File: src/rtl/panel_init_pkg.sv
package panel_init_pkg;

   localparam int BYTE_W     = 8;
   localparam int STEP_COUNT = 37;

   typedef logic [BYTE_W-1:0] byte_t;

   typedef enum logic [1:0] {
      PAUSE_NONE  = 2'd0,
      PAUSE_LONG  = 2'd1,
      PAUSE_SHORT = 2'd2
   } pause_e;

   typedef enum logic [1:0] {
      ST_IDLE  = 2'd0,
      ST_SEND  = 2'd1,
      ST_PAUSE = 2'd2,
      ST_DONE  = 2'd3
   } seq_state_e;

   typedef struct packed {
      logic   is_param;
      byte_t  value;
      pause_e pause;
      logic   last;
   } step_t;

   localparam byte_t OP_SOFT_RESET = 8'h01;
   localparam byte_t OP_WAKE       = 8'h11;
   localparam byte_t OP_RAM_WRITE  = 8'h2C;

   function automatic step_t op(byte_t v, pause_e p, logic l);
      step_t s;
      s.is_param = 1'b0;
      s.value    = v;
      s.pause    = p;
      s.last     = l;
      return s;
   endfunction

   function automatic step_t arg(byte_t v);
      step_t s;
      s.is_param = 1'b1;
      s.value    = v;
      s.pause    = PAUSE_NONE;
      s.last     = 1'b0;
      return s;
   endfunction

   // Fixed power-up list; order is behaviour.
   function automatic step_t step_at(int unsigned idx, logic [15:0] col_end,
                                     logic [15:0] row_end);
      step_t s;
      case (idx)
         0:  s = op(OP_SOFT_RESET, PAUSE_LONG, 1'b0);
         1:  s = op(OP_WAKE, PAUSE_SHORT, 1'b0);
         2:  s = op(8'h3A, PAUSE_NONE, 1'b0);
         3:  s = arg(8'h05);
         4:  s = op(8'h26, PAUSE_NONE, 1'b0);
         5:  s = arg(8'h02);
         6:  s = op(8'h13, PAUSE_NONE, 1'b0);
         7:  s = op(8'hB6, PAUSE_NONE, 1'b0);
         8:  s = arg(8'hFF);
         9:  s = arg(8'h06);
         10: s = op(8'hB1, PAUSE_NONE, 1'b0);
         11: s = arg(8'h08);
         12: s = arg(8'h02);
         13: s = op(8'hB4, PAUSE_NONE, 1'b0);
         14: s = arg(8'h07);
         15: s = op(8'hC0, PAUSE_NONE, 1'b0);
         16: s = arg(8'h0A);
         17: s = arg(8'h02);
         18: s = op(8'hC1, PAUSE_NONE, 1'b0);
         19: s = arg(8'h02);
         20: s = op(8'hC5, PAUSE_NONE, 1'b0);
         21: s = arg(8'h50);
         22: s = arg(8'h63);
         23: s = op(8'hC7, PAUSE_NONE, 1'b0);
         24: s = arg(8'h00);
         25: s = op(8'h2A, PAUSE_NONE, 1'b0);
         26: s = arg(8'h00);
         27: s = arg(8'h00);
         28: s = arg(col_end[15:8]);
         29: s = arg(col_end[7:0]);
         30: s = op(8'h2B, PAUSE_NONE, 1'b0);
         31: s = arg(8'h00);
         32: s = arg(8'h00);
         33: s = arg(row_end[15:8]);
         34: s = arg(row_end[7:0]);
         35: s = op(8'h29, PAUSE_NONE, 1'b0);
         36: s = op(OP_RAM_WRITE, PAUSE_NONE, 1'b1);
         default: s = op(8'h00, PAUSE_NONE, 1'b1);
      endcase
      return s;
   endfunction

endpackage

File: src/rtl/pis_step_rom.sv
module pis_step_rom
   import panel_init_pkg::*;
#(
   parameter int IDX_W       = 6,
   parameter int PANEL_W     = 128,
   parameter int PANEL_H     = 128,
   parameter bit TABLE_STYLE = 1'b0
) (
   input  logic [IDX_W-1:0] idx,
   output step_t            step
);

   localparam logic [15:0] COL_END = 16'(PANEL_W);
   localparam logic [15:0] ROW_END = 16'(PANEL_H);

   generate
      if (TABLE_STYLE) begin : g_table
         step_t table_q [STEP_COUNT];
         for (genvar g = 0; g < STEP_COUNT; g++) begin : g_row
            assign table_q[g] = step_at(g, COL_END, ROW_END);
         end
         always_comb begin
            if (idx < IDX_W'(STEP_COUNT)) step = table_q[idx];
            else                           step = step_at(STEP_COUNT, COL_END, ROW_END);
         end
      end else begin : g_mux
         always_comb step = step_at(int'(idx), COL_END, ROW_END);
      end
   endgenerate

endmodule

File: src/rtl/pis_pause_timer.sv
module pis_pause_timer
   import panel_init_pkg::*;
#(
   parameter int CYC_PER_MS = 250000,
   parameter int LONG_MS    = 500,
   parameter int SHORT_MS   = 5
) (
   input  logic   clk,
   input  logic   rst_n,
   input  logic   load,
   input  pause_e sel,
   output logic   zero
);

   localparam int LONG_N  = LONG_MS * CYC_PER_MS;
   localparam int SHORT_N = SHORT_MS * CYC_PER_MS;
   localparam int MAX_N   = (LONG_N > SHORT_N) ? LONG_N : SHORT_N;
   localparam int CNT_W   = $clog2(MAX_N + 1) + 1;

   logic [CNT_W-1:0] cnt_q;
   logic [CNT_W-1:0] reload;

   always_comb begin
      case (sel)
         PAUSE_LONG:  reload = CNT_W'(LONG_N - 1);
         PAUSE_SHORT: reload = CNT_W'(SHORT_N - 1);
         default:     reload = '0;
      endcase
   end

   always_ff @(posedge clk or negedge rst_n) begin
      if (!rst_n)              cnt_q <= '0;
      else if (load)           cnt_q <= reload;
      else if (cnt_q != '0)    cnt_q <= cnt_q - 1'b1;
   end

   assign zero = (cnt_q == '0);

endmodule

File: src/rtl/pis_ctrl.sv
module pis_ctrl
   import panel_init_pkg::*;
#(
   parameter int IDX_W = 6
) (
   input  logic             clk,
   input  logic             rst_n,
   input  logic             start,
   input  logic             ready,
   input  step_t            step,
   input  logic             tmr_zero,
   output logic [IDX_W-1:0] idx,
   output seq_state_e       state,
   output logic             tmr_load,
   output pause_e           tmr_sel
);

   logic accept;
   assign accept = (state == ST_SEND) && ready;

   always_ff @(posedge clk or negedge rst_n) begin
      if (!rst_n) begin
         state <= ST_IDLE;
         idx   <= '0;
      end else begin
         case (state)
            ST_IDLE, ST_DONE: begin
               if (start) begin
                  state <= ST_SEND;
                  idx   <= '0;
               end
            end
            ST_SEND: begin
               if (ready) begin
                  if (step.last) begin
                     state <= ST_DONE;
                  end else begin
                     idx <= idx + 1'b1;
                     if (step.pause != PAUSE_NONE) state <= ST_PAUSE;
                  end
               end
            end
            ST_PAUSE: begin
               if (tmr_zero) state <= ST_SEND;
            end
            default: state <= ST_IDLE;
         endcase
      end
   end

   assign tmr_load = accept && !step.last && (step.pause != PAUSE_NONE);
   assign tmr_sel  = step.pause;

endmodule

File: src/rtl/panel_init_seq.sv
module panel_init_seq
   import panel_init_pkg::*;
#(
   parameter int CYC_PER_MS  = 250000,
   parameter int LONG_MS     = 500,
   parameter int SHORT_MS    = 5,
   parameter int PANEL_W     = 128,
   parameter int PANEL_H     = 128,
   parameter bit TABLE_STYLE = 1'b0
) (
   input  logic       clk,
   input  logic       rst_n,
   input  logic       start,
   input  logic       out_ready,
   output logic       out_valid,
   output logic [7:0] out_byte,
   output logic       out_is_data,
   output logic       seq_done
);

   localparam int IDX_W = $clog2(STEP_COUNT);

   generate
      if (CYC_PER_MS < 1)  begin : g_bad_rate   $error("CYC_PER_MS must be at least 1"); end
      if (LONG_MS < 1)     begin : g_bad_long   $error("LONG_MS must be at least 1"); end
      if (SHORT_MS < 1)    begin : g_bad_short  $error("SHORT_MS must be at least 1"); end
      if (longint'(LONG_MS) * longint'(CYC_PER_MS) > 64'd2147483647)
                           begin : g_bad_span   $error("long wait exceeds 31-bit count"); end
      if (PANEL_W < 1 || PANEL_W > 65535) begin : g_bad_w $error("PANEL_W out of range"); end
      if (PANEL_H < 1 || PANEL_H > 65535) begin : g_bad_h $error("PANEL_H out of range"); end
   endgenerate

   step_t            cur_step;
   logic [IDX_W-1:0] ctl_idx;
   seq_state_e       ctl_state;
   logic             tmr_load;
   pause_e           tmr_sel;
   logic             tmr_zero;

   pis_step_rom #(
      .IDX_W(IDX_W), .PANEL_W(PANEL_W), .PANEL_H(PANEL_H), .TABLE_STYLE(TABLE_STYLE)
   ) u_rom (
      .idx (ctl_idx),
      .step(cur_step)
   );

   pis_pause_timer #(
      .CYC_PER_MS(CYC_PER_MS), .LONG_MS(LONG_MS), .SHORT_MS(SHORT_MS)
   ) u_timer (
      .clk  (clk),
      .rst_n(rst_n),
      .load (tmr_load),
      .sel  (tmr_sel),
      .zero (tmr_zero)
   );

   pis_ctrl #(.IDX_W(IDX_W)) u_ctrl (
      .clk     (clk),
      .rst_n   (rst_n),
      .start   (start),
      .ready   (out_ready),
      .step    (cur_step),
      .tmr_zero(tmr_zero),
      .idx     (ctl_idx),
      .state   (ctl_state),
      .tmr_load(tmr_load),
      .tmr_sel (tmr_sel)
   );

   assign out_valid   = (ctl_state == ST_SEND);
   assign out_byte    = cur_step.value;
   assign out_is_data = cur_step.is_param;
   assign seq_done    = (ctl_state == ST_DONE);

endmodule

File: config.mk
export PLATFORM = sky130hd
export DESIGN_NAME = panel_init_seq
export DESIGN_NICKNAME = d
export VERILOG_FILES = /design/src/rtl/panel_init_pkg.sv /design/src/rtl/pis_step_rom.sv /design/src/rtl/pis_pause_timer.sv /design/src/rtl/pis_ctrl.sv /design/src/rtl/panel_init_seq.sv
export SDC_FILE = /design/constraint.sdc
export NUM_CORES = 1
export LEC_CHECK = 0
export BUFFER_PORTS_ARGS = -buffer_cell sky130_fd_sc_hd__buf_4
export CAP_MARGIN = 20
export CORE_MARGIN = 2
export CORE_UTILIZATION = 30
export DETAILED_ROUTE_END_ITERATION = 10
export PLACE_DENSITY_LB_ADDON = 0.25
export SYNTH_ARGS = -nofsm -noshare
export SYNTH_HDL_FRONTEND = slang
export SYNTH_HIERARCHICAL = 1
export SYNTH_SLANG_ARGS = --single-unit
export TNS_END_PERCENT = 10
File: constraint.sdc
create_clock -name clk -period 2.5 [get_ports clk]
set_input_delay 0.25 -clock clk [delete_from_list [all_inputs] [get_ports clk]]
set_output_delay 0.25 -clock clk [all_outputs]
set_load 0.05 [all_outputs]
; ---- Yosys cells after proc, flatten, opt, wreduce, memory -nomap -nowiden
; Memories as Yosys holds them, arrays and structs flattened.
; Cells that the tools add are included.
[classes]
add_sub_neg = 2
eq_ne = 10
muxes = 13
reduce_logical = 13
[op_table]
columns = op, n
row1 = two-way mux 28 bit, 2
row2 = case mux 27 bit (2 select lines), 1
row3 = zero test 28 bit, 1
row4 = nonzero test 28 bit, 1
row5 = subtractor 28 x 1 -> 28 bit (second input constant), 1
row6 = two-way mux 6 bit, 3
row7 = case mux 6 bit (2 select lines), 1
row8 = two-way mux 2 bit, 5
row9 = != test 2 bit (second input constant), 4
row10 = AND reduction 4 bit, 2
row11 = adder 6 x 1 -> 6 bit (second input constant), 1
row12 = == test 2 bit (second input constant), 3
row13 = case mux 2 bit (3 select lines), 1
row14 = nonzero test 2 bit, 3
row15 = == test 2 x 1 -> 1 bit (second input constant), 2
row16 = logical AND 1 bit, 3
row17 = != test 3 x 1 -> 1 bit (second input constant), 1
row18 = zero test 2 bit, 1
row19 = OR reduction 2 bit, 1
row20 = zero test 1 bit, 1
[totals]
ff_bits = 36
romBits = 768
input_bits = 4
out_inout_bits = 11
word_cells = 42
n_memories = 1
[memory_table]
columns = name, words, word_bits, rd, rd_ports_with_merged_regs, write_ports, line_no
row1 = (name not given), 64, 12, 1, 0, 0, panel_init_pkg.sv:54  ; case (idx)

; ---- Depth between registers and ports, before layout
; Gate-level depths: netlist (run 1).
; An unclocked memory read counts as a cell.
[logic_depth]
depth_word = 6
depth_mapped = 11
mapped_depth_nobuf = 9

; ---- By module
; Netlist (run 1), hierarchy kept.
[by_module_without_submodules]
columns = mod, instances, cells_each, area_each_um2, seq_area_each_um2
row1 = pis_pause_timer, 1, 181, 1757.9, 700.7
row2 = pis_step_rom, 1, 104, 733.2, 0.0
row3 = pis_ctrl, 1, 55, 569.3, 200.2
row4 = panel_init_seq, 1, 2, 16.3, 0.0

; ---- Worst setup path before layout (run 1)
; OpenSTA, ideal clock, no wires.
[synth_path]
kind = register to output
startpoint = register u_ctrl.idx[0]
endpoint = output port out_byte[7]
t_arrival_ns = 2.300
t_required_ns = 2.250
slack_ns = -0.050
path_stages_with_launch = 6
n_path_buf = 0
path_cell_list = dfrtp_1 > inv_1 > ha_1 > o21ai_1 > a221oi_1 > nor3_1
[synth_between]
elab_chain_cells = 1
[synth_lines]
columns = item, line_no
row1 = from (decl), pis_ctrl.sv:12  ; output logic [IDX_W-1:0] idx,
row2 = from (signal assigned), pis_ctrl.sv:38  ; idx <= idx + 1'b1;
row3 = memory (64 x 12 bit), --
row4 = to (decl), panel_init_seq.sv:16  ; output logic [7:0] out_byte,
; Every way passes these cells.

; ---- Worst setup path in the final report (run 1)
[layout_path]
startpoint = register u_timer.cnt_q[21]
endpoint = register u_ctrl.state[0]
[layout_between]
elab_chain_cells = 3
[layout_lines]
columns = item, line_no
row1 = from (decl), pis_pause_timer.sv:20  ; logic [CNT_W-1:0] cnt_q;
row2 = from (signal assigned), pis_pause_timer.sv:33  ; else if (load) cnt_q <= reload;
row3 = from (signal assigned), pis_pause_timer.sv:34  ; else if (cnt_q != '0) cnt_q <= cnt_q - 1'b1;
row4 = zero test 28 bit, pis_pause_timer.sv:37  ; assign zero = (cnt_q == '0);
row5 = via tmr_zero, panel_init_seq.sv:38  ; logic tmr_zero;
row6 = != test 2 bit (no line), --
row7 = AND reduction 4 bit (no line), --
row8 = to (signal assigned), pis_ctrl.sv:23  ; state <= ST_IDLE;
row9 = to (signal assigned), pis_ctrl.sv:29  ; state <= ST_SEND;
row10 = to (signal assigned), pis_ctrl.sv:36  ; state <= ST_DONE;
row11 = to (decl), pis_ctrl.sv:13  ; output seq_state_e state,
; The timed path passes the listed nets, and every way through them passes these cells.
; A chain may end at the register's enable or synchronous reset.

==> reports/results.txt, run 1 <==
Status - finished, final reports clean
Fmax - 0.4339 GHz
CTS tree - done
Pre-CTS WS - 243.1 ps
# IOs - 15
Initial Util - 31.19%
Number of H-tree levels - 2
Initial antenna violation count - 0
DIE AREA - 11080 µm²
Leading cell type in the layout, fill and taps excluded - dfrtp_1
Total negative setup slack - 0 ps
# port buffers - 14
Ant diodes - 0
Routed via count - 2633
Gr usage total - 13.69%
Core Box Area - 9864 µm²
Cts bufs inserted - 5
Clock transition at path regs - 80 ps
Synth Warn # - 6
Grt ovf - 0
DP HPWL - 5159 µm
CP Data Required Time - 2640 ps
Chip width - 105.3 µm
Seq/Total Area, Yosys - 29.28%
Unique masters post-synth - 76
Post-route ant nets - 0
FF+latch area - 900.9 µm²
CTS Sinks - 36
Worst Path Arrival - 2440 ps
Commonest cells after routing, fill and taps aside - dfrtp_1, buf_4, nor2_1
Final Hold Fails - 0
# setup viols final - 0
Setup CP Type - reg -> reg
Cells after Synth - 342
Synth Register Bits - 36
Worst Max-Slew Pin Slew - 558.4 ps
FILL cells - 1019
Tightest Hold Check Type - in -> reg
Pwr dens - 1389 nW/µm²
Clock Latency Late Sink - 290 ps
Syn_area_per_cell - 8.996 µm²
Die H - 105.3 µm
Area occupied by multi-input gates - 1932 µm²
Placer Congestion - 0.8352
Layout Nets - 372
Wire per inst - 15.15 µm
Vias in the first global route - 2613
Initial DRC Count - 129
Largest net degree at the start of global routing - 37
Post-synth EDFFs - 0
RSZ-0062 raised after global routing - no
Highest ir drop seen on vdd - 0.8661 mV
CP Launch Type - register
Post-Synthesis Cell Area - 3077 µm²
Area Overhead vs Synth - 10.70%
First-pass DRT Iterations - 4
Mapped Nets - 360
Ratio of cells with drive above 1 in the final layout - 18.31%
Worst setup EP type - register
Minimum clock period - 2305 ps
Setup ws final - 195.3 ps
Mean number of vias per cell - 5.395
Period utilization - 92.19%
Post-Route WL - 7394 µm
First-pass GRT wire length - 12680 µm
Rows - 36
P_leak - 1.305 nW
Ys flop type - dfrtp_1
Max cap viols - 0
Crit Path Max Fanout - 18
DRC Markers - 0
Post-synthesis async set-or-reset flop share - 100.0%
Slew Limit Fails - 0
Slew HR - 62.64%
Clock skew - 11.21 ps
Clock buffer depth - 2
Root Buffer - clkbuf_8
## cell usage after synthesis, types with 3 or more instances
cell type | n | area, µm²
ha_1 | 14 | 175.2
inv_1 | 16 | 60.06
nor2b_1 | 3 | 18.77
buf_4 | 4 | 30.03
o21ai_0 | 10 | 50.05
or3_1 | 6 | 37.54
nand2b_1 | 6 | 37.54
a21oi_1 | 20 | 100.1
nor2_2 | 3 | 18.77
a211oi_1 | 6 | 45.04
or4_1 | 7 | 52.55
buf_6 | 7 | 78.83
xor2_1 | 6 | 52.55
nor3_1 | 6 | 30.03
nor2_1 | 25 | 93.84
a31oi_1 | 12 | 75.07
mux2i_1 | 8 | 80.08
and3_1 | 3 | 18.77
o41ai_1 | 3 | 26.28
xnor2_1 | 7 | 61.31
buf_2 | 6 | 30.03
dfrtp_1 | 36 | 900.9
nand3b_1 | 5 | 37.54
nor4_1 | 3 | 18.77
and4_1 | 3 | 26.28
nor4_2 | 3 | 37.54
o31ai_1 | 12 | 90.09
nand4_1 | 6 | 37.54
o211ai_1 | 3 | 22.52
nand3_1 | 6 | 30.03
o21ai_1 | 7 | 35.03
o21a_1 | 4 | 30.03
nand2_1 | 20 | 75.07
clkbuf_1 | 5 | 18.77
## cells by family after synthesis
group                    Yosys count  synth area share (%)
AND/OR/NAND/NOR                  127                 26.23
adder cells (fa/ha/maj)           14                 5.693
multiplexers                      12                 4.189
buffers and inverters             42                 8.175
AO/OA/AOI/OAI                     98                 22.73
flip-flops                        36                 29.28
XOR/XNOR                          13                 3.701
## power breakdown
group	switching [W]	internal, W
combinational	0.00192	0.00120
clock	0.000215	0.000296
sequential	0.000266	0.000833
## worst paths after layout
check,startpoint,to,slack (ps),cells past startpoint
setup / recovery,u_timer/cnt_q[21],u_ctrl/state[0],200,7
hold / removal,start,u_ctrl/idx[0],430,4
setup reg to reg,u_timer/cnt_q[21],u_ctrl/state[0],200,7
hold reg to reg,u_timer/cnt_q[27],u_timer/cnt_q[27],560,2
max in group asynchronous,rst_n,u_ctrl/state[0],1690,2
min in group asynchronous,rst_n,u_timer/cnt_q[24],470,2
## worst max-delay path, stage by stage (launching register included)
cell,delay (ps)
dfrtp_1,410
nor4_2,400
and4_1,320
nand3_2,110
inv_2,260
nor2b_1,150
o41ai_1,320
o41ai_1,170
## per-stage QoR
step | utilization [%] | total power [W] | hold WS (ps) | area [µm²] | std cells
2_1_floorplan | - | 0.003517 | -45.59 | 3082 | 342
3_3_place_gp | 33.31 | 0.004199 | 253.5 | 3286 | 479
3_5_place_dp | 33.31 | 0.004219 | 253.2 | 3286 | 479
4_1_cts | 34.50 | 0.004755 | 436.9 | 3403 | 488
5_1_grt | 34.53 | 0.005102 | 454.9 | 3406 | 488
6_report | 34.53 | 0.004730 | 434.7 | 3406 | 488
## registers in the layout, summed over array words and instances, names as in the netlist
signal and count:
u_ctrl/state 2, u_ctrl/idx 6, u_timer/cnt_q 28
## routing by layer
metal  vias to the layer above  GRT usage [%]  part of all wire (%)
met2                        52          22.30                    47
met1                      1266          18.53                    47
met4                         0          4.190                   1.8
met3                        15          2.288                   4.1
li1                       1300              -                     -
met5                         -              0                     0
## area by class of cell
cell class | instances | share of cell area [%]
repair buffers | 28 | 6.613
multi-input cells | 264 | 56.72
well taps | 133 | 4.886
clock inverters | 2 | 1.029
inverters | 19 | 2.168
clock buffers | 6 | 2.131
flip-flops and latches | 36 | 26.45
## timing repair
item                                    4_1_cts  5_1_grt
hold endpoints to repair                     36        0
gates resized for setup                       0        1
hold buffers                                  1        0
endpoints found under the setup margin        0        1
setup buffers                                 0        0
Power figures use the tool's default switching activity.
==> run 2: changes to the inputs <==
Settings changed: CTS_BUF_LIST set to sky130_fd_sc_hd__clkbuf_8, CTS_CLUSTER_DIAMETER set to 30.
==> run 2 against run 1 <==
Flip-flop and latch count did not move. Sequential power about the same. First-iteration DRC count unchanged. Register-to-register slack about the same. Clock-buffer cell count shrank 1. Non-clock buffer count unchanged. Clock skew barely moved. Combinational power hardly changed. Global-route usage did not move. Cell area is the same. Final cell count unchanged. Critical endpoint unchanged. Highest routed layer unchanged.
==> reports/results.txt, run 2 (same netlist as run 1, synthesis figures left out) <==
Status - finished, final reports clean
Clock Latency Late Sink - 290 ps
Setup CP Type - reg -> reg
FF+latch area - 900.9 µm²
CP Data Required Time - 2640 ps
Met3 Wirelength - 283 µm
FILL cells - 1019
RSZ-0062 raised after global routing - no
Worst setup EP type - register
DRC Markers - 0
Area occupied by multi-input gates - 1932 µm²
Max reg flops - 28
WL met2 - 3490 µm
Core Box Area - 9864 µm²
Initial Util - 31.19%
Total power - 0.004723 W
Fin area - 3406 µm²
Final non-filler cell total - 488
Layout Nets - 372
Area Overhead vs Synth - 10.70%
DP HPWL - 5159 µm
Initial antenna violation count - 0
First-pass GRT wire length - 12680 µm
Commonest cells after routing, fill and taps aside - dfrtp_1, buf_4, nor2_1
Vias in the first global route - 2613
Minimum clock period - 2292 ps
Ratio of cells with drive above 1 in the final layout - 18.31%
First-pass DRT Iterations - 4
Placed Cells - 479
Clock skew - 11.69 ps
CTS Sinks - 36
Gr usage total - 13.69%
Final Hold Fails - 0
DIE AREA - 11080 µm²
Highest ir drop seen on vdd - 0.8661 mV
Root Buffer - clkbuf_8
Ant diodes - 0
Total negative setup slack - 0 ps
Pwr dens - 1387 nW/µm²
Grt ovf - 0
Die H - 105.3 µm
Crit Path Max Fanout - 18
Post-CTS setup buffer count - 0
Registers with the most flip-flops - u_timer/cnt_q x28, u_ctrl/idx x6, u_ctrl/state x2
Worst Path Arrival - 2430 ps
Period utilization - 91.70%
Chip width - 105.3 µm
Post-Route WL - 7373 µm
Wire length on met1 - 3466 µm
Post-route ant nets - 0
Max cap viols - 0
Slew HR - 62.72%
Largest net degree at the start of global routing - 37
Rows - 36
# IOs - 15
P_leak - 1.309 nW
Placer Congestion - 0.8352
CP Launch Type - register
Clock transition at path regs - 80 ps
# setup viols final - 0
Wire per inst - 15.11 µm
Routed via count - 2631
Mean number of vias per cell - 5.391
Highest metal used - met4
Pre-CTS WS - 243.1 ps
Leading cell type in the layout, fill and taps excluded - dfrtp_1
Reg with most FFs - u_timer/cnt_q
# port buffers - 14
CTS tree - done
Fmax - 0.4362 GHz
Number of H-tree levels - 2
Setup ws final - 207.6 ps
Clock buffer depth - 2
Worst Max-Slew Pin Slew - 557.1 ps
DP Area - 3286 µm²
Initial DRC Count - 129
Cts bufs inserted - 5
Slew Limit Fails - 0
Tightest Hold Check Type - in -> reg
==> run 2: cell types whose count changed in the layout (fill, tap and decap cells not counted), sizes merged <==
| cell | before | now |
|---|---|---|
| clkbuf | 6 | 5 |
| inv | 19 | 20 |
==> run 2: layout make-up <==
cell class / count / share of cell area [%]
Timing Repair Buffer: 28 / 6.613
Inverter: 19 / 2.168
Clock buffer: 5 / 2.021
Multi-Input combinational cell: 264 / 56.72
Clock inverter: 3 / 1.139
Sequential cell: 36 / 26.45
Tap cell: 133 / 4.886
==> run 2: layer usage <==
metal | vias to the layer above | GRT usage [%]
li1 | 1299 | -
met1 | 1266 | 18.53
met2 | 52 | 22.30
met3 | 14 | 2.288
met4 | 0 | 4.190
met5 | - | 0
==> run 2: critical path, cell delays in order, from the launching register on <==
cell and delay (ps):
dfrtp_1 410, nor4_2 390, and4_1 320, nand3_2 110
inv_2 260, nor2b_1 150, o41ai_1 320, o41ai_1 170
==> run 2: power breakdown <==
group | leakage [nW] | internal, W | switching [W]
clock network | 0.0593 | 0.000292 | 0.000217
registers | 0.446 | 0.000833 | 0.000265
logic | 0.804 | 0.00120 | 0.00192
==> run 2: path summary, 6_finish.rpt <==
check                             startpoint                end  slack [ps]  cells after the start
max in group asynchronous              rst_n    u_ctrl/state[0]        1690                      2
min                                    start      u_ctrl/idx[0]         430                      4
max reg2reg                u_timer/cnt_q[21]    u_ctrl/state[0]         210                      7
max                        u_timer/cnt_q[21]    u_ctrl/state[0]         210                      7
min reg2reg                u_timer/cnt_q[27]  u_timer/cnt_q[27]         550                      2
min in group asynchronous              rst_n  u_timer/cnt_q[24]         460                      2
==> run 2: repair_timing <==
action,in CTS,in global routing
resized for setup,0,1
endpoints found under the setup margin,0,1
hold buffers,1,0
hold endpoints to repair,36,0
==> run 2: per-stage QoR <==
| step | hold WS (ps) | util [%] |
|---|---|---|
| 5_1_grt | 454.9 | 34.53 |
| 6_report | 431.9 | 34.53 |
| 4_1_cts | 436.9 | 34.50 |
| 3_5_place_dp | 253.2 | 33.31 |
| 2_1_floorplan | -45.59 | - |
| 3_3_place_gp | 253.5 | 33.31 |
